## config.mk

```make
export PLATFORM = sky130hd
export DESIGN_NAME = ldg_addr_gen
export DESIGN_NICKNAME = d
export VERILOG_FILES = /design/src/rtl/ldg_pkg.sv /design/src/rtl/ldg_field_decode.sv /design/src/rtl/ldg_index_extend.sv /design/src/rtl/ldg_base_select.sv /design/src/rtl/ldg_addr_gen.sv
export SDC_FILE = /design/constraint.sdc
export NUM_CORES = 1
export LEC_CHECK = 0
export ABC_AREA = 1
export ABC_CLOCK_PERIOD_IN_PS = 1300
export BUFFER_PORTS_ARGS = -buffer_cell sky130_fd_sc_hd__buf_4
export CAP_MARGIN = 25
export CORE_MARGIN = 8
export CORE_UTILIZATION = 40
export CTS_CLUSTER_SIZE = 24
export DETAILED_ROUTE_END_ITERATION = 7
export PLACE_DENSITY = 0.66
export SETUP_SLACK_MARGIN = 0.4
export SLEW_MARGIN = 20
export SYNTH_ARGS = -nofsm -noshare
export SYNTH_HDL_FRONTEND = slang
export SYNTH_SLANG_ARGS = --single-unit
```

## constraint.sdc

```tcl
create_clock -name clk -period 1.3 [get_ports clk]
set_input_delay 0.13 -clock clk [delete_from_list [all_inputs] [get_ports clk]]
set_output_delay 0.13 -clock clk [all_outputs]
set_load 0.01 [all_outputs]
```

## src/rtl/ldg_pkg.sv

```systemverilog
package ldg_pkg;
  localparam int unsigned WORD_W  = 32;
  localparam int unsigned RIDX_W  = 5;
  localparam int unsigned SCALE_W = 3;
  localparam int unsigned BYTES_W = 5;
  localparam logic [RIDX_W-1:0] SP_IDX = '1;

  typedef enum logic [1:0] {
    EXT_ZERO32 = 2'd0,
    EXT_SIGN32 = 2'd1,
    EXT_FULL   = 2'd2
  } ext_kind_e;

  typedef struct packed {
    logic               match;
    logic               undef;
    logic [RIDX_W-1:0]  rt;
    logic               base_is_sp;
    logic [SCALE_W-1:0] scale;
    logic [SCALE_W-1:0] shift;
    ext_kind_e          ext;
  } dec_t;
endpackage

```

## src/rtl/ldg_field_decode.sv

```systemverilog
module ldg_field_decode
  import ldg_pkg::*;
(
  input  logic [WORD_W-1:0] word,
  input  logic              fp_en,
  output dec_t              dec
);
  logic [1:0] sz;
  logic [1:0] opc;
  logic [2:0] mode;
  logic       fixed_ok;
  logic       rsvd_mode;
  logic       rsvd_size;

  always_comb begin
    sz   = word[31:30];
    opc  = word[23:22];
    mode = word[15:13];

    fixed_ok  = (word[29:27] == 3'b111) && word[26] && (word[25:24] == 2'b00)
              && word[21] && (word[11:10] == 2'b10) && opc[0];
    rsvd_mode = !mode[1];
    rsvd_size = opc[1] && (sz != 2'b00);

    dec.match      = fixed_ok;
    dec.undef      = !fp_en || rsvd_mode || rsvd_size;
    dec.rt         = word[4:0];
    dec.base_is_sp = (word[9:5] == SP_IDX);
    dec.scale      = opc[1] ? SCALE_W'(4) : SCALE_W'(sz);
    dec.shift      = word[12] ? dec.scale : '0;
    if (mode[0])      dec.ext = EXT_FULL;
    else if (mode[2]) dec.ext = EXT_SIGN32;
    else              dec.ext = EXT_ZERO32;
  end
endmodule

```

## src/rtl/ldg_index_extend.sv

```systemverilog
module ldg_index_extend
  import ldg_pkg::*;
#(
  parameter int unsigned XLEN = 64
) (
  input  logic [XLEN-1:0]    idx,
  input  ext_kind_e          ext,
  input  logic [SCALE_W-1:0] shift,
  output logic [XLEN-1:0]    offset
);
  localparam int unsigned HALF = XLEN / 2;

  logic [XLEN-1:0] widened;

  always_comb begin
    unique case (ext)
      EXT_ZERO32: widened = {{(XLEN-HALF){1'b0}}, idx[HALF-1:0]};
      EXT_SIGN32: widened = {{(XLEN-HALF){idx[HALF-1]}}, idx[HALF-1:0]};
      default:    widened = idx;
    endcase
    offset = widened << shift;
  end
endmodule

```

## src/rtl/ldg_base_select.sv

```systemverilog
module ldg_base_select #(
  parameter int unsigned XLEN       = 64,
  parameter int unsigned ALIGN_BITS = 4
) (
  input  logic            use_sp,
  input  logic [XLEN-1:0] base_val,
  input  logic [XLEN-1:0] sp_val,
  output logic [XLEN-1:0] base,
  output logic            sp_misaligned
);
  assign base = use_sp ? sp_val : base_val;

  generate
    if (ALIGN_BITS == 0) begin : g_no_align
      assign sp_misaligned = 1'b0;
    end else begin : g_align
      assign sp_misaligned = use_sp && (|sp_val[ALIGN_BITS-1:0]);
    end
  endgenerate
endmodule

```

## src/rtl/ldg_addr_gen.sv

```systemverilog
module ldg_addr_gen
  import ldg_pkg::*;
#(
  parameter int unsigned XLEN       = 64,
  parameter int unsigned ALIGN_BITS = 4
) (
  input  logic                clk,
  input  logic                rst_n,
  input  logic                in_valid,
  output logic                in_ready,
  input  logic [WORD_W-1:0]   in_word,
  input  logic                fp_en,
  input  logic [XLEN-1:0]     base_val,
  input  logic [XLEN-1:0]     index_val,
  input  logic [XLEN-1:0]     sp_val,
  output logic                out_valid,
  input  logic                out_ready,
  output logic                out_undef,
  output logic                out_align,
  output logic [RIDX_W-1:0]   out_rt,
  output logic [BYTES_W-1:0]  out_bytes,
  output logic [XLEN-1:0]     out_addr
);
  dec_t            dec;
  logic [XLEN-1:0] offset;
  logic [XLEN-1:0] base;
  logic            sp_mis;
  logic            take;

  ldg_field_decode u_dec (
    .word  (in_word),
    .fp_en (fp_en),
    .dec   (dec)
  );

  ldg_index_extend #(.XLEN(XLEN)) u_ext (
    .idx    (index_val),
    .ext    (dec.ext),
    .shift  (dec.shift),
    .offset (offset)
  );

  ldg_base_select #(.XLEN(XLEN), .ALIGN_BITS(ALIGN_BITS)) u_base (
    .use_sp        (dec.base_is_sp),
    .base_val      (base_val),
    .sp_val        (sp_val),
    .base          (base),
    .sp_misaligned (sp_mis)
  );

  assign in_ready = !out_valid || out_ready;
  assign take     = in_valid && in_ready;

  always_ff @(posedge clk or negedge rst_n) begin
    if (!rst_n) begin
      out_valid <= 1'b0;
      out_undef <= 1'b0;
      out_align <= 1'b0;
      out_rt    <= '0;
      out_bytes <= '0;
      out_addr  <= '0;
    end else if (in_ready) begin
      out_valid <= take && dec.match;
      if (take && dec.match) begin
        out_undef <= dec.undef;
        out_align <= sp_mis && !dec.undef;
        out_rt    <= dec.rt;
        out_bytes <= BYTES_W'(1) << dec.scale;
        out_addr  <= base + offset;
      end
    end
  end
endmodule

```

**After elaboration in Yosys (flattened, before gate mapping)**

Cells that the tools add are included.

- Add/sub/neg operators: 1
- Reductions and logical operators: 22
- Div/mod/pow operators: 0
- Muxes and demuxes: 6
- Shift operators: 2
- Equal/unequal tests: 4
- $mul: 0
- Bitwise logic cells: 0
- $lt $le $gt $ge: 0

Operators with widths:

| cell | count |
|---|---|
| $pmux 64 s2 | 1 |
| $add 64x64->64 | 1 |
| $mux 64 | 1 |
| $shl 64x3->64 | 1 |
| $logic_and 1x1->1 | 10 |
| $mux 3 | 2 |
| $eq 5x5->1 const B | 1 |
| $shl 1x3->5 const A | 1 |
| $logic_not 1->1 | 4 |
| $logic_not 2->1 | 2 |
| $reduce_or 4->1 | 1 |
| $eq 3x3->1 const B | 1 |
| $logic_or 1x1->1 | 3 |
| $eq 2x1->1 const B | 1 |
| $eq 2x2->1 const B | 1 |
| $mux 2 | 1 |
| $reduce_and 2->1 | 1 |
| $reduce_bool 2->1 | 1 |
| $mux 1 | 1 |

- Word-level logic and storage cells: 41
- Register bits: 77
- Bits of input ports: 229
- Latch bits: 0
- Memory bits (writable): 0
- Bits in read-only memories: 0
- Memories: 0

**Logic depth before layout (Yosys ltp)**

- Depth in word-level cells: 8
- Gate-level depth with buffers: 27
- Gate-level depth less buffers: 25

**By module**

A second synthesis with hierarchy kept.

- Cells, all modules: 2322
- Area, all modules: 12196.7 sq um

By module, submodules not included:

| module | cells an instance | area each (sq um) | sequential area each (sq um) | times used |
|---|---|---|---|---|
| ldg_addr_gen | 1548 | 8702.1 | 1926.8 | 1 |
| ldg_index_extend | 531 | 2438.6 | 0.0 | 1 |
| ldg_base_select | 210 | 892.1 | 0.0 | 1 |
| ldg_field_decode | 33 | 163.9 | 0.0 | 1 |

**Worst setup path before layout**

OpenSTA, ideal clock, no wires.

- Path type: input -> register
- Start: input port in_word[9]
- End: register out_addr[24]
- Cell stages on the path: 15
- Slack: -1.207 ns
- Arrival: 2.390 ns
- Path through: nand3_1 nor2_1 buf_2 mux2_2 ha_1 fa_1 nand3_1 nand3_2 nand2_1 nand2_1 nand3_1 nand3_1 or2_2 nand3_1 nand2_1

- Longest elaborated chain between the ends: 3

Ends and longest elaborated chain:

| element | line | text |
|---|---|---|
| from (decl) | ldg_addr_gen.sv:11 | `input logic [WORD_W-1:0] in_word,` |
| $eq 5x5->1 | ldg_field_decode.sv:28 | `dec.base_is_sp = (word[9:5] == SP_IDX);` |
| $mux 64 | ldg_base_select.sv:11 | `assign base = use_sp ? sp_val : base_val;` |
| $add 64x64->64 | ldg_addr_gen.sv:69 | `out_addr <= base + offset;` |
| to (signal assigned) | ldg_addr_gen.sv:69 |  |
| to (decl) | ldg_addr_gen.sv:22 | `output logic [XLEN-1:0] out_addr` |

Every way passes these cells.
A chain may end at the register's enable or synchronous reset.

**Worst setup path after layout**

- Start: input port in_word[23]
- End: register out_addr[48]

- Longest elaborated chain between the ends: 4

Ends and longest elaborated chain:

| element | line | text |
|---|---|---|
| $mux 3 | ldg_field_decode.sv:29 | `dec.scale = opc[1] ? SCALE_W'(4) : SCALE_W'(sz);` |
| $mux 3 | ldg_field_decode.sv:30 | `dec.shift = word[12] ? dec.scale : '0;` |
| $shl 64x3->64 | ldg_index_extend.sv:21 | `offset = widened << shift;` |
| $add 64x64->64 | ldg_addr_gen.sv:69 |  |

Every way passes these cells.

==> PnR_summary.wiki <==
{| class="wikitable"
! Metric !! Value
|-
| Total GRT Usage || 28.86%
|-
| Count of flip-flops with a built-in enable after synthesis || 0
|-
| Setup-violating endpoint count in the final report || 65
|-
| Ratio of total power to cell area || 783.2 nW/µm²
|-
| Clock tree from TritonCTS || built
|-
| Die footprint || around 36,000 µm²
|-
| Most used standard cells in the synthesized netlist || 903 x sky130_fd_sc_hd__nand2_1, 366 x sky130_fd_sc_hd__inv_1, 134 x sky130_fd_sc_hd__nand3_1, 122 x sky130_fd_sc_hd__nor2_1, 77 x sky130_fd_sc_hd__dfrtp_1
|-
| Ys async rst share || 100.0%
|-
| Clk sinks || 77
|-
| Placeable Area || 29,480 µm²
|-
| Startpoint-to-endpoint class of the critical path || in -> reg
|-
| Via count || between 15,000 and 20,000
|-
| First-pass DRT Iterations || 5
|-
| Die Wd || 188.4 µm
|-
| Total placed cells including tap cells || approximately 3,000
|-
| Area share of the largest cell type after synthesis || between 20% and 30%
|-
| Starting density of the core || 40.34%
|-
| Cell row count || 63
|-
| Max cap viols || 0
|-
| Number of antenna violations at the first check in global routing || 0
|-
| Worst-margin pin slew || 0.4306 ns
|-
| CP Launch Type || input pin
|-
| Total I/O pin count || 307
|-
| Fmax || roughly 380 MHz
|-
| Unrepaired setup endpoints after global routing || true
|-
| Clock tree buffer depth || 2
|-
| DPL Wire Length || 42,370 µm
|-
| Number of failing hold endpoints at the final stage || 0
|-
| Initial DRC Count || 928
|-
| Routed Wire Length || between 50,000 and 60,000 µm
|-
| Arrival time of data at the critical path endpoint || 2.86 ns
|-
| Filler cell count in the final layout || roughly 2,600
|-
| Number of different library cells in the post-synthesis netlist || 41
|-
| Leakage power figure || 11.09 nW
|-
| #FFs+latches synth || 77
|-
| Result of the run || complete, but fails checks
|-
| Proportion of layout cells with a drive suffix above 1 || a little over two fifths
|-
| Synth warn || 0
|-
| Post-Syn Area || 11,890 µm²
|-
| Endpoint type of the worst setup path || flop
|-
| Total inserted antenna cells || 0
|-
| Weighted congestion reported at the end of routability-driven placement || just under 1
|-
| Area Overhead vs Synth || 69.35%
|-
| Flip-flop cell with the highest count after synthesis || sky130_fd_sc_hd__dfrtp_1
|-
| Total design power || 15.77 mW
|-
| Number of nets in the synthesized netlist || 2,430
|-
| Top fanout value on the critical path || 11
|-
| Clock buffers created by TritonCTS || 9
|-
| Per-instance average area after synthesis || 5.565 µm²
|-
| Clock transition at the registers of the reported paths || 0.06 ns
|-
| GR Overflow Total || 0
|-
| Clk Tree Root Cell || sky130_fd_sc_hd__clkbuf_16
|-
| Number of global-route vias before repair || ~16,000
|-
| Pin count of the biggest net entering global routing || between 40 and 50
|-
| Slew Viols, Final || 0
|-
| Number of H-tree levels || 3
|-
| Global-route wire length before repair || 81,610 µm
|-
| Proportion of synthesized chip area in sequential cells || 16.20%
|-
| Number of nets with antenna violations after detailed routing || 0
|-
| Final clock period utilization by the worst path || 201.8%
|-
| Setup slack after placement || -1.810 ns
|-
| Required time of the critical path || 1.54 ns
|-
| Final Net Count || 2,983
|-
| Tightest Hold Check Type || in -> reg
|-
| Setup slack of the critical path after layout || -1.324 ns
|-
| Count leader, synth || sky130_fd_sc_hd__nand2_1
|-
| Largest cells by area after synthesis || sky130_fd_sc_hd__nand2_1 29%, sky130_fd_sc_hd__dfrtp_1 16%, sky130_fd_sc_hd__inv_1 12%, sky130_fd_sc_hd__ha_1 6.6%, sky130_fd_sc_hd__mux2_2 6.0%
|-
| Gate Count Post-Synth || 2,137
|-
| Clock latency at the later pin of the worst-skew pair || 0.35 ns
|-
| Chip Height || 188.4 µm
|-
| Post-synthesis cell type with the largest combined area || sky130_fd_sc_hd__nand2_1
|-
| DR WL/cell || 17.16 µm
|-
| Vias/cell || 4.983
|-
| Final cell count without fillers || 3,085
|-
| Port buffer count || 301
|-
| Failing checks || negative setup slack
|-
| Final period demand of the worst path || 2.624 ns
|-
| Worst ir drop on vdd || 0.0006774 V
|-
| Rel. slew slack || 71.29%
|-
| Worst hold slack || 0.02116 ns
|-
| DRC violations left || 0
|-
| Final clock skew || roughly 0.0055 ns
|}
==> final cells by class <==
| class | instances | area [µm²] | share of cell area, % |
|---|---|---|---|
| inverters | 370 | 1405 | 6.976 |
| multi-input cells | 1628 | 10580 | 52.53 |
| flip-flops and latches | 77 | 1927 | 9.567 |
| clock inverters | 6 | 96.34 | 0.4783 |
| clock buffers | 10 | 229.0 | 1.137 |
| repair buffers | 604 | 5415 | 26.89 |
| well taps | 390 | 488.0 | 2.423 |
==> power breakdown <==
part	leakage (nW)	switching (mW)	internal, mW
logic	9.87	5.68	4.73
registers	1.07	0.0409	2.44
clock network	0.155	1.17	1.71
==> state kept, by name, summed over array words and instances, names as in the netlist <==
signal,flops
out_addr,64
out_bytes,5
out_rt,5
out_align,1
out_undef,1
out_valid,1
==> critical path, stage by stage <==
cell,delay [ns]
sky130_fd_sc_hd__buf_12,0.12
sky130_fd_sc_hd__inv_16,0.05
sky130_fd_sc_hd__buf_4,0.11
sky130_fd_sc_hd__nand3_4,0.12
sky130_fd_sc_hd__bufbuf_16,0.32
sky130_fd_sc_hd__nand2_1,0.08
sky130_fd_sc_hd__nand3_1,0.09
sky130_fd_sc_hd__o21ai_1,0.11
sky130_fd_sc_hd__inv_1,0.08
sky130_fd_sc_hd__nand2_1,0.10
sky130_fd_sc_hd__o21ai_4,0.07
sky130_fd_sc_hd__ha_4,0.28
sky130_fd_sc_hd__buf_6,0.12
sky130_fd_sc_hd__nand2_2,0.07
sky130_fd_sc_hd__buf_4,0.15
sky130_fd_sc_hd__nor2_2,0.14
sky130_fd_sc_hd__nand2_2,0.09
sky130_fd_sc_hd__inv_2,0.08
sky130_fd_sc_hd__nand2_1,0.08
sky130_fd_sc_hd__nor2_1,0.12
sky130_fd_sc_hd__nand2_1,0.09
sky130_fd_sc_hd__nand3_1,0.08
sky130_fd_sc_hd__nand2_1,0.05
sky130_fd_sc_hd__nand3_1,0.08
sky130_fd_sc_hd__nand2_1,0.05
==> kinds of logic after synthesis <==
family	count (synthesis)	synth area share [%]
compound gates	213	9.395
buf+inv	432	14.80
simple gates	1218	41.23
fa+ha+maj	64	6.796
mux	106	9.584
flops	77	16.20
xor+xnor	27	1.988
==> per-layer routing <==
metal | track usage, % | up-vias | wire length (µm)
li1 | - | 7764 | -
met1 | 31.92 | 6942 | 20220
met2 | 53.49 | 543 | 26700
met3 | 4.436 | 125 | 3353
met4 | 13.17 | 0 | 2666
met5 | 0 | - | 0
==> final timing paths <==
check | startpoint | slack [ns] | end | depth (start not counted)
worst min-delay path | in_word[30] | 0.02 | out_bytes[0] | 2
min in group asynchronous | rst_n | 0.23 | out_addr[5] | 2
worst max-delay path | in_word[23] | -1.32 | out_addr[48] | 25
max in group asynchronous | rst_n | 0.56 | out_addr[45] | 3
worst max register to register | out_valid | -0.12 | out_addr[50] | 9
worst min register to register | out_addr[32] | 0.49 | out_addr[32] | 2
==> what timing repair did <==
item | 4_1_cts | 5_1_grt
gates resized for setup | 376 | 155
endpoints found under the hold margin | 28 | 0
setup buffers | 35 | 5
setup endpoints to repair | 155 | 155
gates cloned | 10 | 1
pin swaps | 90 | 28
hold buffers | 6 | 0
==> layout by cell type (no fill, tap or decap), drive strengths merged, types with 4 or more instances in the layout <==
cell	n
clkbuf	11
o21ai	129
nand3	137
xnor2	22
nor3	18
dlygate4sd3	6
nand2	911
xor2	5
nand4	8
mux2	63
ha	63
buf	595
inv	371
and3	4
nand3b	10
mux2i	43
nor2	126
dfrtp	77
o21bai	4
a21oi	64
a31oi	10
==> metrics by stage <==
| stage | utilization [%] | setup TNS (ns) | instance area [µm²] |
|---|---|---|---|
| 4_1_cts | 66.16 | -69.89 | 19500 |
| 6_report | 68.32 | -73.02 | 20140 |
| 5_1_grt | 68.32 | -83.55 | 20140 |
| 3_5_place_dp | 58.12 | -105.31 | 17140 |
| 3_3_place_gp | 58.12 | -103.40 | 17140 |
| 2_1_floorplan | - | -58.47 | 12770 |
(Power assumes the default switching activity.)
